**src/rtl/kbc_pkg.sv**
```systemverilog
package kbc_pkg;
   localparam int ST_OBF = 0;
   localparam int ST_IBF = 1;
   localparam int ST_SYS = 2;
   localparam int ST_CD  = 3;
   // bits the internal controller may overwrite: user nibble and system flag
   localparam logic [7:0] UC_ST_MASK = 8'hF4;
   localparam logic [7:0] CMD_WR_OUTPORT = 8'hD1;
   // fast-control readback template: bits 7:6 zero, bit 5 one
   localparam logic [7:0] FAST_RD_FIXED = 8'h20;

   typedef enum logic [1:0] {
      SEL_DATA = 2'd0,
      SEL_CMD  = 2'd1,
      SEL_FAST = 2'd2
   } port_sel_e;
endpackage

```
**src/rtl/kbc_host_decode.sv**
```systemverilog
module kbc_host_decode #(
   parameter int          ADDR_W    = 16,
   parameter logic [15:0] DATA_ADDR = 16'h0060,
   parameter logic [15:0] CMD_ADDR  = 16'h0064,
   parameter logic [15:0] FAST_ADDR = 16'h0092
) (
   input  logic [ADDR_W-1:0] addr,
   input  logic              rd_n,
   input  logic              wr_n,
   output logic [2:0]        rd_hit,
   output logic [2:0]        wr_hit
);
   import kbc_pkg::*;
   localparam int NPORT = 3;
   localparam logic [NPORT*16-1:0] PORT_LIST = {FAST_ADDR, CMD_ADDR, DATA_ADDR};

   initial begin
      if (ADDR_W < 8 || ADDR_W > 16) $error("ADDR_W out of range");
      if (DATA_ADDR == CMD_ADDR || DATA_ADDR == FAST_ADDR || CMD_ADDR == FAST_ADDR)
         $error("port addresses must differ");
   end

   logic [NPORT-1:0] hit;
   for (genvar g = 0; g < NPORT; g++) begin : g_port
      assign hit[g] = (addr == PORT_LIST[g*16 +: ADDR_W]);
   end

   assign rd_hit = hit & {NPORT{~rd_n}};
   assign wr_hit = hit & {NPORT{~wr_n}};
endmodule

```
**src/rtl/kbc_a20_snoop.sv**
```systemverilog
module kbc_a20_snoop (
   input  logic       clk,
   input  logic       rst_n,
   input  logic       enable,
   input  logic       wr_data,
   input  logic       wr_cmd,
   input  logic [7:0] wdata,
   input  logic       uc_a20_wr,
   input  logic       uc_a20_val,
   output logic       take_data,
   output logic       take_cmd,
   output logic       kbc_a20
);
   import kbc_pkg::*;
   logic armed_q, a20_q;

   assign take_cmd  = enable && wr_cmd && (wdata == CMD_WR_OUTPORT);
   assign take_data = armed_q && wr_data;
   assign kbc_a20   = a20_q;

   always_ff @(posedge clk or negedge rst_n) begin
      if (!rst_n) begin
         armed_q <= 1'b0;
         a20_q   <= 1'b0;
      end else begin
         if (take_cmd)       armed_q <= 1'b1;
         else if (wr_cmd)    armed_q <= 1'b0;
         else if (take_data) armed_q <= 1'b0;
         if (take_data)      a20_q <= wdata[1];
         else if (uc_a20_wr) a20_q <= uc_a20_val;
      end
   end

   assert_arm_R7: assert property (@(posedge clk) disable iff (!rst_n)
      (enable && wr_cmd && wdata == CMD_WR_OUTPORT) |=> armed_q);
   assert_a20_follow_R8: assert property (@(posedge clk) disable iff (!rst_n)
      (armed_q && wr_data) |=> (kbc_a20 == $past(wdata[1])) && !armed_q);
   assert_cancel_R9: assert property (@(posedge clk) disable iff (!rst_n)
      (armed_q && wr_cmd && wdata != CMD_WR_OUTPORT) |=> !armed_q);
endmodule

```
**src/rtl/kbc_buffers.sv**
```systemverilog
module kbc_buffers #(
   parameter int DW = 8
) (
   input  logic          clk,
   input  logic          rst_n,
   input  logic          wr_data,
   input  logic          wr_cmd,
   input  logic          rd_data,
   input  logic [DW-1:0] wdata,
   input  logic          uc_ib_rd,
   input  logic          uc_ob_wr,
   input  logic [DW-1:0] uc_ob_data,
   input  logic          uc_st_wr,
   input  logic [DW-1:0] uc_st_data,
   output logic [DW-1:0] ib,
   output logic [DW-1:0] ob,
   output logic [DW-1:0] status
);
   import kbc_pkg::*;
   initial if (DW != 8) $error("status layout needs DW of 8");

   logic [DW-1:0] ib_q, ob_q, st_q, st_n;

   always_comb begin
      st_n = st_q;
      if (uc_st_wr) st_n = (st_q & ~UC_ST_MASK) | (uc_st_data & UC_ST_MASK);
      if (uc_ob_wr)     st_n[ST_OBF] = 1'b1;
      else if (rd_data) st_n[ST_OBF] = 1'b0;
      if (wr_data || wr_cmd) st_n[ST_IBF] = 1'b1;
      else if (uc_ib_rd)     st_n[ST_IBF] = 1'b0;
      if (wr_data)     st_n[ST_CD] = 1'b0;
      else if (wr_cmd) st_n[ST_CD] = 1'b1;
   end

   always_ff @(posedge clk or negedge rst_n) begin
      if (!rst_n) begin
         ib_q <= '0;
         ob_q <= '0;
         st_q <= '0;
      end else begin
         st_q <= st_n;
         if (wr_data || wr_cmd) ib_q <= wdata;
         if (uc_ob_wr)          ob_q <= uc_ob_data;
      end
   end

   assign ib     = ib_q;
   assign ob     = ob_q;
   assign status = st_q;

   assert_data_wr_R1: assert property (@(posedge clk) disable iff (!rst_n)
      wr_data |=> st_q[ST_IBF] && !st_q[ST_CD] && ib_q == $past(wdata));
   assert_cmd_wr_R2: assert property (@(posedge clk) disable iff (!rst_n)
      wr_cmd |=> st_q[ST_IBF] && st_q[ST_CD]);
   assert_reset_clear_R3: assert property (@(posedge clk)
      !rst_n |=> st_q == '0);
   assert_obf_drain_R5: assert property (@(posedge clk) disable iff (!rst_n)
      (rd_data && !uc_ob_wr) |=> !st_q[ST_OBF]);
   assert_ibf_drain_R6: assert property (@(posedge clk) disable iff (!rst_n)
      (uc_ib_rd && !wr_data && !wr_cmd) |=> !st_q[ST_IBF]);
   assert_flag_keep_R4: assert property (@(posedge clk) disable iff (!rst_n)
      (uc_st_wr && !uc_ob_wr && !rd_data && !wr_data && !wr_cmd && !uc_ib_rd)
      |=> (st_q & ~UC_ST_MASK) == ($past(st_q) & ~UC_ST_MASK));
endmodule

```
**src/rtl/kbc_fast_ctl.sv**
```systemverilog
module kbc_fast_ctl #(
   parameter int RST_PULSE = 8
) (
   input  logic       clk,
   input  logic       rst_n,
   input  logic       wr,
   input  logic [1:0] wbits,
   output logic [7:0] rd_value,
   output logic       fast_a20,
   output logic       rst_pulse
);
   import kbc_pkg::*;
   localparam int CW = $clog2(RST_PULSE + 1);
   localparam logic [CW-1:0] LOAD = CW'(RST_PULSE);
   initial if (RST_PULSE < 1) $error("RST_PULSE must be at least 1");

   logic [1:0]    bits_q;
   logic [CW-1:0] cnt_q;
   logic          fire;

   assign fire = wr && wbits[0] && !bits_q[0];

   always_ff @(posedge clk or negedge rst_n) begin
      if (!rst_n) begin
         bits_q <= '0;
         cnt_q  <= '0;
      end else begin
         if (wr) bits_q <= wbits;
         if (fire)             cnt_q <= LOAD;
         else if (cnt_q != '0) cnt_q <= cnt_q - 1'b1;
      end
   end

   assign rd_value  = FAST_RD_FIXED | {6'd0, bits_q};
   assign fast_a20  = bits_q[1];
   assign rst_pulse = (cnt_q != '0);

   assert_pulse_start_R11: assert property (@(posedge clk) disable iff (!rst_n)
      (wr && wbits[0] && !bits_q[0]) |=> rst_pulse);
   assert_no_retrigger_R11: assert property (@(posedge clk) disable iff (!rst_n)
      (!fire && cnt_q != '0) |=> cnt_q == $past(cnt_q) - 1'b1);
endmodule

```
**src/rtl/kbc_mailbox_top.sv**
```systemverilog
module kbc_mailbox_top #(
   parameter int          ADDR_W    = 16,
   parameter logic [15:0] DATA_ADDR = 16'h0060,
   parameter logic [15:0] CMD_ADDR  = 16'h0064,
   parameter logic [15:0] FAST_ADDR = 16'h0092,
   parameter int          RST_PULSE = 8
) (
   input  logic              clk,
   input  logic              rst_n,
   input  logic [ADDR_W-1:0] io_addr,
   input  logic              io_rd_n,
   input  logic              io_wr_n,
   input  logic [7:0]        io_wdata,
   output logic [7:0]        io_rdata,
   input  logic              speedup_en,
   input  logic              uc_ib_rd,
   output logic [7:0]        uc_ib_data,
   input  logic              uc_ob_wr,
   input  logic [7:0]        uc_ob_data,
   input  logic              uc_st_wr,
   input  logic [7:0]        uc_st_data,
   output logic [7:0]        uc_status,
   input  logic              uc_a20_wr,
   input  logic              uc_a20_val,
   input  logic              kb_rst_n,
   output logic              gate_a20,
   output logic              cpu_rst_n
);
   import kbc_pkg::*;

   logic [2:0] rd_hit, wr_hit;
   logic       take_data, take_cmd, kbc_a20, fast_a20, rst_pulse;
   logic [7:0] ob, fast_rd;

   kbc_host_decode #(
      .ADDR_W(ADDR_W), .DATA_ADDR(DATA_ADDR),
      .CMD_ADDR(CMD_ADDR), .FAST_ADDR(FAST_ADDR)
   ) u_dec (
      .addr(io_addr), .rd_n(io_rd_n), .wr_n(io_wr_n),
      .rd_hit(rd_hit), .wr_hit(wr_hit)
   );

   kbc_a20_snoop u_snoop (
      .clk(clk), .rst_n(rst_n), .enable(speedup_en),
      .wr_data(wr_hit[SEL_DATA]), .wr_cmd(wr_hit[SEL_CMD]), .wdata(io_wdata),
      .uc_a20_wr(uc_a20_wr), .uc_a20_val(uc_a20_val),
      .take_data(take_data), .take_cmd(take_cmd), .kbc_a20(kbc_a20)
   );

   kbc_buffers #(.DW(8)) u_buf (
      .clk(clk), .rst_n(rst_n),
      .wr_data(wr_hit[SEL_DATA] && !take_data),
      .wr_cmd(wr_hit[SEL_CMD] && !take_cmd),
      .rd_data(rd_hit[SEL_DATA]), .wdata(io_wdata),
      .uc_ib_rd(uc_ib_rd), .uc_ob_wr(uc_ob_wr), .uc_ob_data(uc_ob_data),
      .uc_st_wr(uc_st_wr), .uc_st_data(uc_st_data),
      .ib(uc_ib_data), .ob(ob), .status(uc_status)
   );

   kbc_fast_ctl #(.RST_PULSE(RST_PULSE)) u_fast (
      .clk(clk), .rst_n(rst_n), .wr(wr_hit[SEL_FAST]), .wbits(io_wdata[1:0]),
      .rd_value(fast_rd), .fast_a20(fast_a20), .rst_pulse(rst_pulse)
   );

   always_comb begin
      io_rdata = '0;
      if (rd_hit[SEL_DATA])      io_rdata = ob;
      else if (rd_hit[SEL_CMD])  io_rdata = uc_status;
      else if (rd_hit[SEL_FAST]) io_rdata = fast_rd;
   end

   assign gate_a20  = kbc_a20 | fast_a20;
   assign cpu_rst_n = kb_rst_n & ~rst_pulse;

   assert_take_no_ibf_R8: assert property (@(posedge clk) disable iff (!rst_n)
      (take_data && !uc_ib_rd && !wr_hit[SEL_CMD]) |=> $stable(uc_status[ST_IBF]));
   assert_a20_or_R12: assert property (@(posedge clk) disable iff (!rst_n)
      fast_a20 |-> gate_a20);
endmodule

```
**config.mk**
```make
export PLATFORM = sky130hd
export DESIGN_NAME = kbc_mailbox_top
export DESIGN_NICKNAME = d
export VERILOG_FILES = /design/src/rtl/kbc_pkg.sv /design/src/rtl/kbc_host_decode.sv /design/src/rtl/kbc_a20_snoop.sv /design/src/rtl/kbc_buffers.sv /design/src/rtl/kbc_fast_ctl.sv /design/src/rtl/kbc_mailbox_top.sv
export SDC_FILE = /design/constraint.sdc
export NUM_CORES = 1
export LEC_CHECK = 0
export BUFFER_PORTS_ARGS = -buffer_cell sky130_fd_sc_hd__buf_4
export CORE_ASPECT_RATIO = 1.2
export CORE_MARGIN = 5
export CORE_UTILIZATION = 46
export DETAILED_ROUTE_END_ITERATION = 6
export PLACE_DENSITY = 0.78
export SKIP_LAST_GASP = 1
export SLEW_MARGIN = 20
export SYNTH_ARGS = -nofsm -noshare
export SYNTH_HDL_FRONTEND = slang
export SYNTH_SLANG_ARGS = --single-unit
```
**constraint.sdc**
```tcl
create_clock -name clk -period 1.5 [get_ports clk]
set_input_delay 0.075 -clock clk [delete_from_list [all_inputs] [get_ports clk]]
set_output_delay 0.075 -clock clk [all_outputs]
set_load 0.02 [all_outputs]
```
==> reports/metrics.yaml <==
worst_setup_path:
  crit_chain: "buf_6 > or4_4 > nor4_4 > nand2_2 > buf_6 > o21ai_2 > buf_6"
  worstRegToRegCells: 7
  slowest_stage: "or4_4"
  worstSetupEndpointType: "output port"
  crit_buf_inv: 3
  crit_path_max_incr_delay_ns: 0.56
  cp_common_cell: "buf_6"
  cp-endpoint: "io_rdata[1]"
  arrival_ns: 1.55
  r2r-end: "u_fast.cnt_q[1]"
  ff2ff_setup_slack_ns: 0.19
  cp.depth: 7
  path_max_fanout: 5
  required_ns: 1.42
  cp_top_family: "simple AND/OR/NAND/NOR gates"
  critPathLaunch: "io_addr[13]"
  worstSetupPathType: "in -> out"
  setup.worst_path.start_class: "input port"
  reg2reg_from: "u_fast.cnt_q[0]"
logic_synthesis:
  synth_warnings: 0
  synthCells: 133
  synth_area_leaders: "dfrtp_1, mux2_2, mux2_4"
  synth_edf_count: 0
  yosysTopAreaCellShare_pct: 49.8
  synth_largest_area_cell: "dfrtp_1"
  synth_nets: 185
  syn_area_um2: 1610
  synth_seq_cells: 32
  synth_cell_types: 37
  async_flop_share_pct: 100
  ys.flop_type: "dfrtp_1"
  syn_area_per_cell_um2: 12.1
  seq_area_frac_synth_pct: 49.8
detailed_routing:
  avgViaCountPerCell: 5.41
  num_vias: 1402
  drt_iter0_drc: 39
  postRouteAntennaNets: 0
  wl_um: 4490
  dr.pass1.iters: 4
  wl_per_cell_um: 17.3
  drc: 0
sta:
  tightest_slew_ns: 0.405
  hold_slack_ns: 0.0113
  rsz0062_at_grt: "true"
  slew_viol_final: 0
  slew_headroom_pct: 73.0
  hold_viol: 0
  finalCriticalPeriod_ns: 1.63
  fmax_mhz: 614
  fin_setup_tns_ns: -1.35
  fin_skew_ns: 0.00901
  setup_slack_ns: -0.130
  setup_viol_count_final: 15
  period_share_pct: 109
clock_tree:
  cts_sinks: 32
  cts_tree: "yes"
  clockBufferDepth: 2
  path_clk_slew_ns: 0.07
  h-tree-depth: 2
  numCtsBuffers: 5
  cts.root.buffer_cell: "clkbuf_8"
  clk_latency_ns: 0.29
placement:
  portBuffers: 73
  dpl_worst_slack_ns: -0.447
  dp_cells: 247
  gp_congestion: 0.851
  dp_hpwl_um: 3390
global_routing:
  grt_use_total_pct: 19.3
  grt_max_degree: 33
  grt_pass1_wl_um: 7230
  antenna_found_initial: 0
  grt_overflow_total: 0
  grt_pass1_vias: 1629
floorplan:
  die_y_um: 74.8
  pin_count: 77
  dieArea_um2: 4780
  die_x_um: 64.0
  start_util_pct: 47.8
  core_um2: 3370
  fp-row-count: 23
cells_and_area:
  final_common_cell: "buf_4"
  fin_nets: 273
  areaGrowthSynthToFinish_pct: 56.5
  fin_cells: 259
  n_antenna_cell: 0
  final_layout_size_suffix_gt1_share_pct: 60.8
  layout_common_cells: "buf_4, dfrtp_1, mux2_2"
power:
  p_leak_nw: 1.24
  ir_drop_uv: 1130
  pwr_density_cell_nw_per_um2: 1030
  finalPower_mw: 2.59
run_status:
  status: "finished, violations left"
  violations: "negative setup slack"
flow_run:
  max_cap_viol_count: 0
min_path:
  hold_class: "in -> reg"
[worst min path at each step]
stage          cells past startpoint              end     startpoint  slack (ns)
2_1_floorplan                      0      u_buf.ib[0]          rst_n       -0.22
3_3_place_gp                       1  u_buf.status[6]          rst_n        0.03
3_5_place_dp                       1  u_buf.status[6]          rst_n        0.03
4_1_cts                            2      u_buf.ob[4]  uc_ob_data[4]        0.01
5_1_grt                            2      u_buf.ob[6]  uc_ob_data[6]       0.006
6_report                           2  u_buf.status[4]  uc_st_data[4]        0.01
[registers in the layout, indices dropped and copies added, names as in the netlist]
name	count
u_buf.ib	8
u_buf.ob	8
u_buf.status	8
u_fast.cnt_q	4
u_fast.bits_q	2
u_snoop.armed_q	1
u_snoop.kbc_a20	1
[routing by layer]
metal  wire length, µm  GRT usage (%)  up-vias
met5                 0              0        -
met4                82           8.55        0
met3               311           5.52        9
met2              2560           37.2       52
met1              1540           19.1      690
li1                  -              -      651
[worst register-to-register path: stages, from the launching register on]
cell	delay, ns
dfrtp_1	0.40
inv_2	0.09
ha_4	0.15
nor3b_4	0.17
buf_4	0.15
nor2_1	0.04
a21oi_1	0.14
nor2_1	0.07
[where the power goes]
group	internal (mW)	switching (mW)	leakage (nW)
clock	0.586	0.320	0.0645
sequential	0.957	0.0817	0.403
combinational	0.366	0.281	0.773
[repair_timing]
action                                  in CTS  in global routing
cloned                                       1                  0
hold endpoints to repair                    32                  0
endpoints found under the setup margin      16                 20
resized for setup                           16                 12
hold buffers                                 1                  0
pin swaps                                    5                  2
setup buffers                                1                  2
[stage by stage]
stage / utilization (%) / area, µm²
final: 74.7 / 2520
after global routing: 74.7 / 2520
after CTS: 72.9 / 2450
after detailed placement: 67.1 / 2260
after global placement: 67.1 / 2260
after floorplan: - / 1620
[layout make-up]
class	instances	area [µm²]
clock buffer	7	96.3
sequential	32	801
multi-input combinational	95	868
timing repair buffer	84	663
clock inverter	1	30.0
tap	37	46.3
inverter	3	11.3
fill	218	851
[synth_stat cells, types with 2 or more instances]
library cell,n
mux2_4,7
nand2_1,11
and2_1,4
inv_1,3
mux2_2,16
mux2i_1,9
clkbuf_1,2
or2_2,2
nor4_4,2
dfrtp_1,32
nor3b_1,2
nor2_1,12
o21ai_0,6
nand2b_1,2
[cells by family after synthesis]
| logic type | count (synthesis) | synth area share (%) |
|---|---|---|
| adders and majority gates | 1 | 0.778 |
| xor gates and xnor gates | 1 | 0.545 |
| buffers and inverters | 6 | 1.87 |
| AOI/OAI and AO/OA | 14 | 5.76 |
| DFF | 32 | 49.8 |
| and+or+nand+nor | 47 | 17.9 |
| muxes | 32 | 23.3 |
(Power assumes the default switching activity.)
